==> src/rtl/gpio_lane_bank.sv <==
module gpio_lane_bank #(
  parameter int LANES  = 4,
  parameter int LANE_W = 8,
  parameter int ADDR_W = 5,
  localparam int W = LANES * LANE_W
) (
  input  logic              clk,
  input  logic              rst_n,
  input  logic              req_valid,
  input  logic              req_write,
  input  logic [1:0]        req_master,
  input  logic [ADDR_W-1:0] req_addr,
  input  logic [W-1:0]      req_wdata,
  input  logic [W-1:0]      pin_in,
  output logic              rd_valid,
  output logic [W-1:0]      rd_data,
  output logic [W-1:0]      pin_out,
  output logic [W-1:0]      pin_oe
);

  localparam logic [ADDR_W-1:0] OFS_PIN  = ADDR_W'(5'h00);
  localparam logic [ADDR_W-1:0] OFS_DIR  = ADDR_W'(5'h04);
  localparam logic [ADDR_W-1:0] OFS_LAT  = ADDR_W'(5'h08);
  localparam logic [ADDR_W-1:0] OFS_OWNL = ADDR_W'(5'h0C);
  localparam logic [ADDR_W-1:0] OFS_OWNH = ADDR_W'(5'h10);
  localparam logic [ADDR_W-1:0] OFS_DBN  = ADDR_W'(5'h14);

  logic [W-1:0]     latch_q, dir_q, dbn_q, sync1_q, sync2_q;
  logic [LANES-1:0] own_lo_q, own_hi_q;
  logic [1:0]       eff_own [LANES];

  logic wr, wr_pin, wr_dir, wr_own;
  assign wr     = req_valid && req_write;
  assign wr_pin = wr && (req_addr == OFS_PIN);
  assign wr_dir = wr && (req_addr == OFS_DIR);
  assign wr_own = wr && (req_master == 2'd0) &&
                  ((req_addr == OFS_OWNL) || (req_addr == OFS_OWNH));

  always_ff @(posedge clk or negedge rst_n) begin
    if (!rst_n) begin
      sync1_q <= '0;
      sync2_q <= '0;
    end else begin
      sync1_q <= pin_in;
      sync2_q <= sync1_q;
    end
  end

  for (genvar l = 0; l < LANES; l++) begin : g_lane
    localparam int LO = l * LANE_W;
    logic mine;

    assign eff_own[l] = (own_hi_q[l] && own_lo_q[l]) ? 2'd0 : {own_hi_q[l], own_lo_q[l]};
    assign mine       = (req_master == eff_own[l]);

    always_ff @(posedge clk or negedge rst_n) begin
      if (!rst_n) begin
        latch_q[LO +: LANE_W] <= '0;
        dir_q[LO +: LANE_W]   <= '0;
        own_lo_q[l]           <= 1'b0;
        own_hi_q[l]           <= 1'b0;
      end else begin
        if (wr_pin && mine) latch_q[LO +: LANE_W] <= req_wdata[LO +: LANE_W];
        if (wr_dir && mine) dir_q[LO +: LANE_W]   <= req_wdata[LO +: LANE_W];
        if (wr_own && req_addr == OFS_OWNL) own_lo_q[l] <= req_wdata[LO];
        if (wr_own && req_addr == OFS_OWNH) own_hi_q[l] <= req_wdata[LO];
      end
    end

    AST_FOREIGN_LATCH_HOLD: assert property (@(posedge clk) disable iff (!rst_n)
      (wr_pin && req_master != eff_own[l]) |=> $stable(latch_q[LO +: LANE_W]));
    AST_FOREIGN_DIR_HOLD: assert property (@(posedge clk) disable iff (!rst_n)
      (wr_dir && req_master != eff_own[l]) |=> $stable(dir_q[LO +: LANE_W]));
  end

  always_ff @(posedge clk or negedge rst_n) begin
    if (!rst_n) dbn_q <= '0;
    else if (wr && req_addr == OFS_DBN) dbn_q <= req_wdata;
  end

  logic [W-1:0] own_lo_v, own_hi_v, rd_next;
  always_comb begin
    own_lo_v = '0;
    own_hi_v = '0;
    for (int l = 0; l < LANES; l++) begin
      own_lo_v[l*LANE_W] = own_lo_q[l];
      own_hi_v[l*LANE_W] = own_hi_q[l];
    end
    case (req_addr)
      OFS_PIN:  rd_next = sync2_q;
      OFS_DIR:  rd_next = dir_q;
      OFS_LAT:  rd_next = latch_q;
      OFS_OWNL: rd_next = own_lo_v;
      OFS_OWNH: rd_next = own_hi_v;
      OFS_DBN:  rd_next = dbn_q;
      default:  rd_next = '0;
    endcase
  end

  always_ff @(posedge clk or negedge rst_n) begin
    if (!rst_n) begin
      rd_valid <= 1'b0;
      rd_data  <= '0;
    end else begin
      rd_valid <= req_valid && !req_write;
      if (req_valid && !req_write) rd_data <= rd_next;
    end
  end

  assign pin_out = latch_q;
  assign pin_oe  = dir_q;

  AST_OWNER_MAIN_ONLY: assert property (@(posedge clk) disable iff (!rst_n)
    !(wr && req_master == 2'd0) |=> ($stable(own_lo_q) && $stable(own_hi_q)));
  AST_LATCH_WRITE_PATH: assert property (@(posedge clk) disable iff (!rst_n)
    !wr_pin |=> $stable(latch_q));
  AST_READ_LATENCY: assert property (@(posedge clk) disable iff (!rst_n)
    (req_valid && !req_write) |=> rd_valid);
  AST_NO_SPURIOUS_READ: assert property (@(posedge clk) disable iff (!rst_n)
    !(req_valid && !req_write) |=> !rd_valid);

endmodule

==> config.mk <==
export PLATFORM = sky130hd
export DESIGN_NAME = gpio_lane_bank
export DESIGN_NICKNAME = d
export VERILOG_FILES = /design/src/rtl/gpio_lane_bank.sv
export SDC_FILE = /design/constraint.sdc
export NUM_CORES = 1
export LEC_CHECK = 0
export ABC_AREA = 0
export BUFFER_PORTS_ARGS = -buffer_cell sky130_fd_sc_hd__buf_4
export CORE_UTILIZATION = 50
export DETAILED_ROUTE_END_ITERATION = 8
export GPL_TIMING_DRIVEN = 0
export PLACE_DENSITY = 0.72
export SYNTH_ARGS = -nofsm -noshare
export SYNTH_HDL_FRONTEND = slang
export SYNTH_SLANG_ARGS = --single-unit
==> constraint.sdc <==
create_clock -name clk -period 3 [get_ports clk]
set_input_delay 0.15 -clock clk [delete_from_list [all_inputs] [get_ports clk]]
set_output_delay 0.15 -clock clk [all_outputs]
set_load 0.01 [all_outputs]
Word level (Yosys, flattened, before mapping)
Index checks and enable logic that the tools add are counted.
- bits in registers: 201
- bits in latches: 0
- bits in writable memories: 0
- bits in read-only memories: 0
- output and inout port bits: 97
- logic and storage cells: 60
- memories kept: 0
- $add $sub $neg: 0
- multipliers: 0
- divide/modulo/power cells: 0
- $lt $le $gt $ge: 0
- equality and inequality tests: 9
- shift-type cells: 0
- muxes and demuxes: 5
- bitwise gates (word level): 0
- reductions and logical operators: 25
- operator list (kind ; count):
    32-bit case mux with 6 select lines ; 1
    1-bit logical AND ; 21
    5-bit by 4-bit == test with 1-bit output (second input constant) ; 2
    5-bit == test (second input constant) ; 2
    2-bit == test ; 4
    2-bit 2-to-1 mux ; 4
    5-bit by 3-bit == test with 1-bit output (second input constant) ; 1
    5-bit logical NOT ; 1
    2-bit logical NOT ; 1
    1-bit logical NOT ; 1
    1-bit logical OR ; 1

Logic depth before layout (Yosys ltp)
Gate-level depths: netlist (run 1).
- depth after elaboration: 4
- depth in mapped cells: 6

Worst setup path before layout (run 1)
Ideal clock, no wire load.
- path kind: in2reg
- start point: input port req_addr[2]
- end point: register latch_q[0] (netlist: pin_out[0])
- arrival time: 1581 ps
- slack: 1294 ps
- stages: 5
- path buffers: 1
- cell sequence: buf_2 or4_4 nor3_4 o21ai_2 mux2_2
- longest elaborated chain between the ends: 3
- ends and longest elaborated chain (what ; RTL line ; source):
    from (decl) ; 12 ; input logic [ADDR_W-1:0] req_addr,
    5-bit logical NOT ; 34 ; assign wr_pin = wr && (req_addr == OFS_PIN);
    1-bit logical AND ; 34 ;
    1-bit logical AND ; 63 ; if (wr_pin && mine) latch_q[LO +: LANE_W] <= req_wdata[LO +: LANE_W];
    to (signal, indexed assignment) ; 63 ;
    to (decl) ; 28 ; logic [W-1:0] latch_q, dir_q, dbn_q, sync1_q, sync2_q;
No other way between the ends.
A chain may end at the register's enable or synchronous reset.

Final worst setup path (run 1)
- start point: input port req_addr[2]
- end point: register dbn_q[10]
- longest elaborated chain between the ends: 2
- ends and longest elaborated chain (what ; RTL line ; source):
    5-bit == test ; 78 ; else if (wr && req_addr == OFS_DBN) dbn_q <= req_wdata;
    1-bit logical AND ; 78 ;
    to (signal assigned) ; 78 ;
    to (decl) ; 28 ;
No other way between the ends.

==> results of run 1 <==
[layout make-up]
cell class              count  area, sq um  share of cell area (%)
multi-input cells         286         2599                   24.32
repair buffers            235         1954                   18.29
well taps                 188        235.2                   2.202
flip-flops and latches    201         5030                   47.08
clock buffers              34        676.9                   6.336
clock inverters             5        78.83                  0.7378
plain buffers              23        102.6                  0.9603
inverters                   2        7.507                 0.07027
[through the flow]
stage	instance area, sq um	utilization [%]	hold slack, ns	power [mW]	worst slack, ns
after detailed placement	9278	61.26	0.1402	3.498	0.5275
after CTS	10680	70.54	0.2180	6.323	1.037
after global routing	10680	70.54	0.2599	6.502	0.8932
after global placement	9243	61.02	0.2591	3.466	0.5263
after floorplan	7739	-	-0.1456	3.200	1.294
final	10680	70.54	0.2058	6.281	0.9658
[Yosys cell counts, drive strengths merged, types with 2 or more instances]
cell      n
dfrtp   201
mux2    140
a22oi    56
o21ai    40
clkbuf   16
a21oi     8
buf       7
nand2b    6
nor2      6
nor3b     5
or4       5
a222oi    4
xnor2     4
inv       2
nand2     2
nor3      2
nor4b     2
[power breakdown]
part / leakage, nW / internal, mW / switching (mW)
clock network: 0.373 / 1.72 / 1.04
registers: 2.62 / 2.87 / 0.0863
logic: 2.18 / 0.319 / 0.247
[worst max-delay path by stage]
| stage | from | endpoint | slack (ns) | cells past startpoint |
|---|---|---|---|---|
| 6_report | req_addr[2] | dbn_q[10] | 0.97 | 5 |
| 5_1_grt | req_addr[2] | dbn_q[18] | 0.89 | 5 |
| 4_1_cts | req_addr[2] | dbn_q[10] | 1.04 | 5 |
| 3_5_place_dp | req_addr[2] | dbn_q[15] | 0.53 | 5 |
| 3_3_place_gp | req_addr[2] | dbn_q[2] | 0.53 | 5 |
| 2_1_floorplan | req_addr[2] | pin_out[0] | 1.29 | 5 |
[timing repair]
item,in CTS,in global routing
hold buffers,65,0
endpoints found under the hold margin,207,0
gates resized for setup,0,0
[worst max-delay path, delay by kind of cell]
| kind | cells | cell delay [ns] |
|---|---|---|
| and+or+nand+nor | 2 | 1.20 |
| buffers and inverters | 2 | 0.67 |
| muxes | 1 | 0.39 |
[sequential cells by signal, summed over array words and instances (netlist names)]
register / flops
rd_data: 32
sync1_q: 32
pin_oe: 32
own_hi_q: 4
sync2_q: 32
pin_out: 32
own_lo_q: 4
rd_valid: 1
dbn_q: 32
[cells by family after synthesis]
| logic type | after synthesis |
|---|---|
| muxes | 140 |
| DFF | 201 |
| AOI/OAI and AO/OA | 109 |
| xor gates and xnor gates | 4 |
| and+or+nand+nor | 33 |
| buffers and inverters | 25 |
[routing by layer]
layer	track usage [%]	share of wire, %	vias to the layer above
li1	-	-	2411
met2	41.37	49	193
met3	4.766	6.4	35
met5	0	0	-
met4	7.867	2.3	0
met1	33.06	42	2747
==> summary.md, run 1 <==
| Metric | Value |
|---|---|
| Highest attainable clock frequency | 491.6 MHz |
| Finish-stage setup viols | 0 |
| Dominant combinational cell family by area after synthesis | multiplexers |
| Most used cells in the layout excluding fill and tap cells | 201 x sky130_fd_sc_hd__dfrtp_1, 171 x sky130_fd_sc_hd__buf_4, 140 x sky130_fd_sc_hd__mux2_2 |
| Detail-routed net length per standard cell | 20.11 um |
| Number of antenna violations at the first check in global routing | 0 |
| Total negative slack for setup checks | 0 ns |
| Number of vias after detailed routing | 5386 |
| Post-synth top flop | sky130_fd_sc_hd__dfrtp_1 |
| Leading cell type in the layout, fill and taps excluded | sky130_fd_sc_hd__dfrtp_1 |
| Final worst path period share | 67.81% |
| Reg-to-reg endpoint | pin_out[28] |
| Number of filler cells placed in the layout | 980 |
| Total count of hold-check failures in the final report | 0 |
| Number of clock sinks | 201 |
| Fraction of the mapped netlist area in compound gates | 9.555% |
| Gpl congestion | 0.7860 |
| Post-Syn Instances | 512 |
| Total power per unit cell area | 587.9 mW/mm^2 |
| Mapped Area | 0.007739 sq mm |
| Synthesized area per cell | 15.11 sq um |
| Clock latency at the later pin of the worst-skew pair | 0.50 ns |
| Worst Path Max Fanout | 10 |
| Critical path launch point type | primary input |
| Buffers added on ports | 169 |
| Slew Viols, Final | 0 |
| Post-CTS repair timing setup buffer count | 0 |
| Largest cells by area after synthesis | sky130_fd_sc_hd__dfrtp_1 65%, sky130_fd_sc_hd__mux2_2 20%, sky130_fd_sc_hd__a22oi_1 5.4% |
| Number of enable flip-flop cells after synthesis | 0 |
| Post-Route WL | 19590 um |
| FF+latch count, synth | 201 |
| Remaining global-route overflow | 0 |
| Y dimension of the die | 126.4 um |
| Starting density of the core | 51.09% |
| Classification of the worst setup path | primary input to flip-flop |
| Clock period minus worst slack | 2.034 ns |
| Cell breakdown of the critical path | buf_2, nor4b_2, nand4_1, clkbuf_1, mux2_2 |
| Run status | complete, no violations |
| Top-Level Pins | 172 |
| Adder-cell area share of the yosys netlist | 0% |
| Total number of yosys warnings | 0 |
| Slowest cell on the critical path | sky130_fd_sc_hd__nor4b_2 |
| Number of antenna cells inserted | 0 |
| Register-to-register path setup slack | 1.11 ns |
| Share of synthesized cell area in and, or, nand and nor gates | 3.201% |
| Final layout net count | 846 |
| Max-cap violation count | 0 |
| Reg2reg path depth | 4 |
| Max Root-Sink Buffers | 3 |
| Die span in x | 126.4 um |
| Setup repair after global routing missed its margin | false |
| Detailed placement HPWL | 12700 um |
| Largest vdd supply drop | 0.0004917 V |
| Root Driver | sky130_fd_sc_hd__clkbuf_16 |
| Drt first-iter violations | 262 |
| Synth area leader | sky130_fd_sc_hd__dfrtp_1 |
| Clk slew on worst S/H paths | 0.06 ns |
| Worst stage delay on the critical path | 0.71 ns |
| Worst Clk Skew | 0.01539 ns |
| Min-Delay Path Class | primary input to async pin |
| Headroom to the max-slew limit | 18.25% |
| Number of global-route vias before repair | 5798 |
| Transition time at the pin with the least slew margin | 1.209 ns |
| Area share of the largest cell type after synthesis | 65.00% |
| Fraction of synthesized area in multiplexers | 20.37% |
| Average vias per placed instance | 5.530 |
| Placed cell count | 870 |
| Endpoint type of the worst setup path | flip-flop |
| CTS tree | done |
| Die ar. | 0.01598 sq mm |
| Fraction of final layout cells sized beyond drive strength 1 | 46.44% |
| Number of buffers added by the clock tree synthesis step | 22 |
| Net count after synthesis | 587 |
| Sequential area share after synthesis | 65.00% |
| Post-Synth XOR/XNOR Area | 0.4527% |
| Maximum number of pins on one net before global-route repair | 131 |
| Drc violations | 0 |
| All-Layer GR Usage | 24.83% |
| Number of rows created at floorplan | 45 |
| Data arrival time at the worst-slack endpoint | 2.42 ns |
| Antenna Nets Post-Route | 0 |
| RR Startpoint | own_lo_q[3] |
| Number of distinct standard cells referenced by the synthesized netlist | 30 |
| Leakage component of the power | 5.169 nW |
| Total core area | 0.01515 sq mm |
| Count of non-filler cells in the finished layout | 974 |
| Area growth syn-to-layout | 38.06% |
| First drt pass iteration count | 5 |
| FFs w/ async S/R, synth | 100.0% |
| Maximum level of the CTS H-tree | 1 |
| Required time reported for the critical path endpoint | 3.39 ns |
| First-pass GRT wire length | 30820 um |
No activity file was read; power rests on OpenSTA's default activity.
==> run 2: changes to the inputs <==
--- a/config.mk
+++ b/config.mk
@@ -5,12 +5,12 @@
 export SDC_FILE = /design/constraint.sdc
 export NUM_CORES = 1
 export LEC_CHECK = 0
-export ABC_AREA = 0
+export ABC_AREA = 1
 export BUFFER_PORTS_ARGS = -buffer_cell sky130_fd_sc_hd__buf_4
 export CORE_UTILIZATION = 50
 export DETAILED_ROUTE_END_ITERATION = 8
 export GPL_TIMING_DRIVEN = 0
-export PLACE_DENSITY = 0.72
+export PLACE_DENSITY = 0.71
 export SYNTH_ARGS = -nofsm -noshare
 export SYNTH_HDL_FRONTEND = slang
 export SYNTH_SLANG_ARGS = --single-unit
==> constraint.sdc (replaced) <==
create_clock -name clk -period 1.98 [get_ports clk]
set_input_delay 0.099 -clock clk [delete_from_list [all_inputs] [get_ports clk]]
set_output_delay 0.099 -clock clk [all_outputs]
set_load 0.01 [all_outputs]
==> run 2 against run 1 <==
Effect of this change:
- clock skew shrank 0.0085 ns
- core utilization shrank 1.6 points
- final cell count grew 40%
- power grew 53%
- synthesized area grew 8.8%
- register-to-register slack lost 0.69 ns
- sequential power grew 53%
- critical path depth grew 4
- synthesized cell count grew 69%
- die area grew 8.7%
- critical path type is now flip-flop to flip-flop
==> summary.md, run 2 <==
| Metric | Value |
|---|---|
| FF+latch count, synth | 201 |
| Fraction of final layout cells sized beyond drive strength 1 | 26.03% |
| Cell breakdown of the critical path | inv_1, nand2_1, nand2_1, nand2_1, nor2_1, nand2_4, buf_6, nand2_1, o21ai_1 |
| Worst hold margin | 0.01525 ns |
| Critical path launch point type | flip-flop |
| Critical Path Most Common Cell | sky130_fd_sc_hd__nand2_1 |
| Worst Clk Skew | 0.006884 ns |
| Synth area leader | sky130_fd_sc_hd__dfrtp_1 |
| Number of antenna violations at the first check in global routing | 0 |
| Leading cell type in the layout, fill and taps excluded | sky130_fd_sc_hd__nand2_1 |
| Detail-routed net length per standard cell | 17.59 um |
| All-Layer GR Usage | 28.08% |
| Reg-to-reg endpoint | pin_oe[22] |
| Total power per unit cell area | 845.6 mW/mm^2 |
| Total core area | 0.01652 sq mm |
| RR Startpoint | own_lo_q[2] |
| Classification of the worst setup path | flip-flop to flip-flop |
| Number of buffers added by the clock tree synthesis step | 22 |
| Cell count of the worst hold path | 4 |
| Post-Syn Instances | 867 |
| Area share of the largest cell type after synthesis | 59.73% |
| Startpoint of the worst hold path | req_write |
| Endpoint type of the worst setup path | flip-flop |
| Antenna Nets Post-Route | 0 |
| Worst stage delay on the critical path | 0.40 ns |
| Slowest cell on the critical path | sky130_fd_sc_hd__dfrtp_1 |
| Min setup slack post-route | 0.4223 ns |
| Drt first-iter violations | 580 |
| Buffers added on ports | 170 |
| First-pass GRT wire length | 38270 um |
| Top Usage Layer GRT | met2 |
| Maximum number of pins on one net before global-route repair | 103 |
| Reg2reg path depth | 9 |
| Post-Route WL | 23950 um |
| Number of vias after detailed routing | 7322 |
| Drc violations | 0 |
| Number of distinct standard cells referenced by the synthesized netlist | 22 |
| Clock period minus worst slack | 1.558 ns |
| FFs w/ async S/R, synth | 100.0% |
| Min-Delay Path Class | primary input to flip-flop |
| Post-cts repair resize count | 0 |
| Average vias per placed instance | 5.380 |
| Remaining global-route overflow | 0 |
| Worst Path Max Fanout | 10 |
| Required time reported for the critical path endpoint | 2.36 ns |
| Top-count cell post-synth | sky130_fd_sc_hd__nand2_1 |
| Headroom to the max-slew limit | 49.48% |
| Post-CTS repair timing setup buffer count | 0 |
| End of the worst hold path | rd_data[8] |
| Number of global-route vias before repair | 7093 |
| Register area | 0.005030 sq mm |
| Leakage component of the power | 5.891 nW |
| Number of rows created at floorplan | 47 |
| Placed cell count | 1258 |
| Synthesized area per cell | 9.712 sq um |
| Net count after synthesis | 942 |
| Number of filler cells placed in the layout | 1311 |
| Number of antenna cells inserted | 0 |
| Worst setup slack after placement | 0.2919 ns |
| Post-synth top flop | sky130_fd_sc_hd__dfrtp_1 |
| Number of enable flip-flop cells after synthesis | 0 |
| Die span in x | 131.8 um |
| Met3 global-route usage | 5.498% |
| Share of the core filled with cells | 68.93% |
| Die ar. | 0.01736 sq mm |
| Register-to-register path setup slack | 0.42 ns |
| Setup repair after global routing missed its margin | false |
| Data arrival time at the worst-slack endpoint | 1.94 ns |
| Clk slew on worst S/H paths | 0.06 ns |
| Clock latency at the later pin of the worst-skew pair | 0.50 ns |
| Starting density of the core | 50.96% |
| Final layout net count | 1202 |
| Detailed placement HPWL | 15660 um |
| Buffers and inverters on the worst path | 2 |
| Area growth syn-to-layout | 35.27% |
| Largest cells by area after synthesis | sky130_fd_sc_hd__dfrtp_1 60%, sky130_fd_sc_hd__nand2_1 9.9%, sky130_fd_sc_hd__nand4_1 8.1% |
| Routing usage on met1 | 39.18% |
| Total number of yosys warnings | 0 |
| GRT met2 Usage | 45.71% |
| Max Root-Sink Buffers | 3 |
| Mapped Area | 0.008421 sq mm |
| Gpl congestion | 0.8985 |
| Root Driver | sky130_fd_sc_hd__clkbuf_16 |
| Synth top cells by count | 221 x sky130_fd_sc_hd__nand2_1, 201 x sky130_fd_sc_hd__dfrtp_1, 109 x sky130_fd_sc_hd__nand4_1 |
| Max-cap violation count | 0 |
| Multi-input gate area in the final layout | 0.002769 sq mm |
| Run status | complete, no violations |
| CTS tree | done |
| Count of non-filler cells in the finished layout | 1361 |
| Number of clock sinks | 201 |
| Maximum level of the CTS H-tree | 1 |
| Finish-stage setup viols | 0 |
| Total count of hold-check failures in the final report | 0 |
| Final worst path period share | 78.67% |
| Y dimension of the die | 131.8 um |
| Largest vdd supply drop | 0.0005684 V |
| Kind of cell with the highest combined delay on the critical path | simple AND/OR/NAND/NOR gates |
| Most used cells in the layout excluding fill and tap cells | 221 x sky130_fd_sc_hd__nand2_1, 201 x sky130_fd_sc_hd__dfrtp_1, 178 x sky130_fd_sc_hd__buf_4 |
| Transition time at the pin with the least slew margin | 0.7578 ns |
| First drt pass iteration count | 5 |
| Highest attainable clock frequency | 642.0 MHz |
| Overall power | 9.632 mW |
| Slew Viols, Final | 0 |
| Sequential area share after synthesis | 59.73% |
| Top-Level Pins | 172 |
==> run 2: changes by cell type after synthesis, moves of 13 or more <==
cell and delta:
sky130_fd_sc_hd__nand2_1 +219, sky130_fd_sc_hd__a22oi_1 -56, sky130_fd_sc_hd__buf_2 +19, sky130_fd_sc_hd__inv_1 +71
sky130_fd_sc_hd__o21ai_1 +70, sky130_fd_sc_hd__o21ai_2 +24, sky130_fd_sc_hd__nand4_1 +108, sky130_fd_sc_hd__mux2_2 -140
sky130_fd_sc_hd__o21ai_0 +26, sky130_fd_sc_hd__nor2_1 +13
==> run 2: logic make-up after synthesis <==
group,share of synthesized area [%]
and+or+nand+nor,21.47
buffers and inverters,7.385
AOI/OAI and AO/OA,11.41
DFF,59.73
==> run 2: where the power goes <==
| group | internal (mW) | leakage (nW) | switching [mW] |
|---|---|---|---|
| logic | 0.437 | 2.91 | 0.564 |
| registers | 4.35 | 2.62 | 0.146 |
| clock network | 2.53 | 0.362 | 1.60 |
| total | 7.32 | 5.89 | 2.31 |
==> run 2: layer usage <==
layer / vias up / part of all wire, %
met5: - / 0
met4: 0 / 1.4
met3: 29 / 7.1
met2: 270 / 48
met1: 3586 / 43
li1: 3437 / -
==> run 2: stage by stage <==
step / setup TNS [ns] / cell area, sq um
final: 0 / 11390
after floorplan: 0 / 8421
after global placement: -106.96 / 9972
after detailed placement: 0 / 10010
after CTS: 0 / 11390
after global routing: 0 / 11390
==> run 2: how the worst max path moves through the flow <==
stage / cells past startpoint / startpoint / end / slack, ns
6_report: 9 / own_lo_q[2] / pin_oe[22] / 0.42
5_1_grt: 9 / own_hi_q[0] / pin_oe[6] / 0.32
2_1_floorplan: 9 / own_hi_q[1] / pin_out[13] / 0.63
3_5_place_dp: 6 / req_write / rd_data[16] / 0.29
4_1_cts: 9 / own_hi_q[2] / pin_oe[22] / 0.43
3_3_place_gp: 1 / rst_n / sync1_q[29] / -0.55
==> run 2: layout make-up <==
type	instances	share of cell area (%)
Sequential cell	201	44.16
Multi-Input combinational cell	535	24.31
Timing Repair Buffer	236	17.22
Clock buffer	32	5.701
Buffer	56	2.988
Inverter	75	2.471
Tap cell	220	2.417
Clock inverter	6	0.7359
==> run 2: worst min-delay path: cells and delay by family <==
kind                   cells  cell delay [ns]
AO/OA/AOI/OAI              1             0.04
buffers and inverters      1             0.08
AND/OR/NAND/NOR            2             0.25
==> run 2: timing repair <==
| action | CTS | global route |
|---|---|---|
| endpoints found under the hold margin | 236 | 0 |
| hold buffers | 65 | 0 |
| setup endpoints to repair | 0 | 0 |
==> run 3: changes to the inputs <==
==> constraint.sdc (replaced) <==
create_clock -name clk -period 1.45 [get_ports clk]
set_input_delay 0.0725 -clock clk [delete_from_list [all_inputs] [get_ports clk]]
set_output_delay 0.0725 -clock clk [all_outputs]
set_load 0.01 [all_outputs]
==> run 3 against run 2 <==
Effect of this change:
- sequential power grew 36%
- critical path type unchanged
- largest cell class unchanged
- non-clock buffer count up 12
- power grew 37%
- combinational power increased by 38%
- maximum frequency is 15% higher
- clock-buffer cell count stayed put
- core utilization grew 0.89 points
- critical path depth fell by 1
- setup slack worse by 0.33 ns
==> summary.md, run 3 (synthesis results as in run 2) <==
| Metric | Value |
|---|---|
| Run status | complete, no violations |
| Startpoint of the worst hold path | req_write |
| Cell breakdown of the critical path | inv_1, nand2_1, a21oi_1, nor2_4, nand2_4, buf_6, nand2_1, o21ai_2 |
| Combinational power share | 10.5% |
| Total count of hold-check failures in the final report | 0 |
| Finish-stage setup viols | 0 |
| Drc violations | 0 |
| Most used cells in the layout excluding fill and tap cells | 221 x sky130_fd_sc_hd__nand2_1, 201 x sky130_fd_sc_hd__dfrtp_1, 189 x sky130_fd_sc_hd__buf_4 |
| Slowest cell on the critical path | sky130_fd_sc_hd__dfrtp_1 |
| Worst Path Max Fanout | 10 |
| Headroom to the max-slew limit | 49.55% |
| Worst stage delay on the critical path | 0.41 ns |
| Die span in x | 131.8 um |
| Fraction of final layout cells sized beyond drive strength 1 | 27.23% |
| Starting density of the core | 50.96% |
| Final worst path period share | 93.57% |
| Cell area after layout | 0.01154 sq mm |
| Top-Level Pins | 172 |
| Setup repair after global routing missed its margin | false |
| Number of antenna violations at the first check in global routing | 0 |
| Leakage component of the power | 5.961 nW |
| Detailed placement HPWL | 15660 um |
| Max-cap violation count | 0 |
| All-Layer GR Usage | 28.13% |
| Number of antenna cells inserted | 0 |
| Total negative slack for setup checks | 0 ns |
| Critical path launch point type | flip-flop |
| Final layout net count | 1214 |
| First drt pass iteration count | 5 |
| Worst Clk Skew | 0.007414 ns |
| Maximum level of the CTS H-tree | 1 |
| RR Startpoint | own_hi_q[1] |
| Buffers and inverters on the worst path | 2 |
| Start point of the critical path | own_hi_q[1] |
| Reg power frac | 46.7% |
| Number of clock sinks | 201 |
| Count of non-filler cells in the finished layout | 1373 |
| Number of rows created at floorplan | 47 |
| Drt first-iter violations | 625 |
| Total met2 wirelength after detailed routing | 11790 um |
| Placed cell count | 1258 |
| Largest vdd supply drop | 0.0007742 V |
| First-pass GRT wire length | 38340 um |
| Clock period minus worst slack | 1.357 ns |
| Kind of cell with the highest combined delay on the critical path | flip-flops |
| Clk slew on worst S/H paths | 0.06 ns |
| Cell area after placement | 0.01001 sq mm |
| Total core area | 0.01652 sq mm |
| Highest metal layer used by the detailed router | met4 |
| Remaining global-route overflow | 0 |
| Total power per unit cell area | 1141 mW/mm^2 |
| Post-Route WL | 23980 um |
| Detail-routed net length per standard cell | 17.47 um |
| Number of buffers added by the clock tree synthesis step | 22 |
| Max Root-Sink Buffers | 3 |
| Antenna Nets Post-Route | 0 |
| Number of global-route vias before repair | 7095 |
| Gpl congestion | 0.8985 |
| Buffers added on ports | 170 |
| Highest attainable clock frequency | 737.1 MHz |
| Routed met1 length | 10260 um |
| Sw Share | 23.99% |
| Number of vias after detailed routing | 7373 |
| Maximum number of pins on one net before global-route repair | 103 |
| Number of filler cells placed in the layout | 1293 |
| Data arrival time at the worst-slack endpoint | 1.79 ns |
| Slew Viols, Final | 0 |
| Critical Path Most Common Cell | sky130_fd_sc_hd__nand2_1 |
| Switching Power | 3.157 mW |
| Endpoint type of the worst setup path | flip-flop |
| Transition time at the pin with the least slew margin | 0.7567 ns |
| Leading cell type in the layout, fill and taps excluded | sky130_fd_sc_hd__nand2_1 |
| Overall power | 13.16 mW |
| Root Driver | sky130_fd_sc_hd__clkbuf_16 |
| Met3 wirelength from detailed routing | 1605 um |
| Clock network power share | 42.8% |
| Average vias per placed instance | 5.370 |
| Classification of the worst setup path | flip-flop to flip-flop |
| Die ar. | 0.01736 sq mm |
| Cell-internal power | 10.00 mW |
| Area growth syn-to-layout | 37.01% |
| Min-Delay Path Class | primary input to flip-flop |
| Y dimension of the die | 131.8 um |
| Clock latency at the later pin of the worst-skew pair | 0.50 ns |
| CTS tree | done |
| Required time reported for the critical path endpoint | 1.88 ns |
==> run 3: layout make-up <==
class,count,area (sq um),share of cell area [%]
sequential,201,5030,43.60
clock inverter,6,83.83,0.7266
clock buffer,32,649.4,5.628
timing repair buffer,249,2074,17.98
multi-input combinational,535,2806,24.32
tap,220,275.3,2.386
inverter,75,281.5,2.440
buffer,55,336.6,2.917
==> run 3: final timing paths <==
kind / to / slack (ns) / depth (start not counted)
worst max-delay path: pin_out[14] / 0.09 / 8
worst min-delay path: rd_data[0] / 0.02 / 4
worst max register to register: pin_out[14] / 0.09 / 8
worst min register to register: sync2_q[1] / 0.34 / 0
max in group asynchronous: sync2_q[29] / 0.32 / 3
min in group asynchronous: rd_data[5] / 0.18 / 2
==> run 3: power groups by stage <==
stage / Clock, mW / Combinational [mW] / Sequential [mW]
2_1_floorplan: 0 / 0.502 / 6.25
3_3_place_gp: 0 / 1.18 / 6.23
3_5_place_dp: 0 / 1.22 / 6.24
4_1_cts: 5.69 / 1.37 / 6.14
5_1_grt: 5.93 / 1.52 / 6.18
6_report: 5.63 / 1.38 / 6.14
==> run 3: what timing repair did <==
item | 4_1_cts | 5_1_grt
endpoints found under the setup margin | 37 | 60
hold endpoints to repair | 239 | 0
pin swaps | 0 | 4
hold buffers | 66 | 0
gates resized for setup | 4 | 8
setup buffers | 0 | 12
==> run 3: worst register-to-register path, stage by stage, from the launching register on <==
cell and delay, ns:
sky130_fd_sc_hd__dfrtp_1 0.41, sky130_fd_sc_hd__inv_1 0.06, sky130_fd_sc_hd__nand2_1 0.06, sky130_fd_sc_hd__a21oi_1 0.24, sky130_fd_sc_hd__nor2_4 0.09, sky130_fd_sc_hd__nand2_4 0.12
sky130_fd_sc_hd__buf_6 0.18, sky130_fd_sc_hd__nand2_1 0.08, sky130_fd_sc_hd__o21ai_2 0.05
==> run 3: metal layers <==
layer  track usage [%]  up-vias
met1             39.21     3624
met3             5.498       23
li1                  -     3458
met4             6.331        0
met2             45.83      268
met5                 0        -
==> run 3: metrics by stage <==
step | utilization [%] | setup WS, ns | hold slack [ns]
2_1_floorplan | - | 0.1045 | -0.2231
3_3_place_gp | 60.35 | -1.049 | 0.1823
3_5_place_dp | 60.56 | -0.2116 | 0.1551
4_1_cts | 69.05 | 0.007619 | 0.01360
5_1_grt | 69.82 | 0.004322 | 0.05586
6_report | 69.82 | 0.09330 | 0.01580
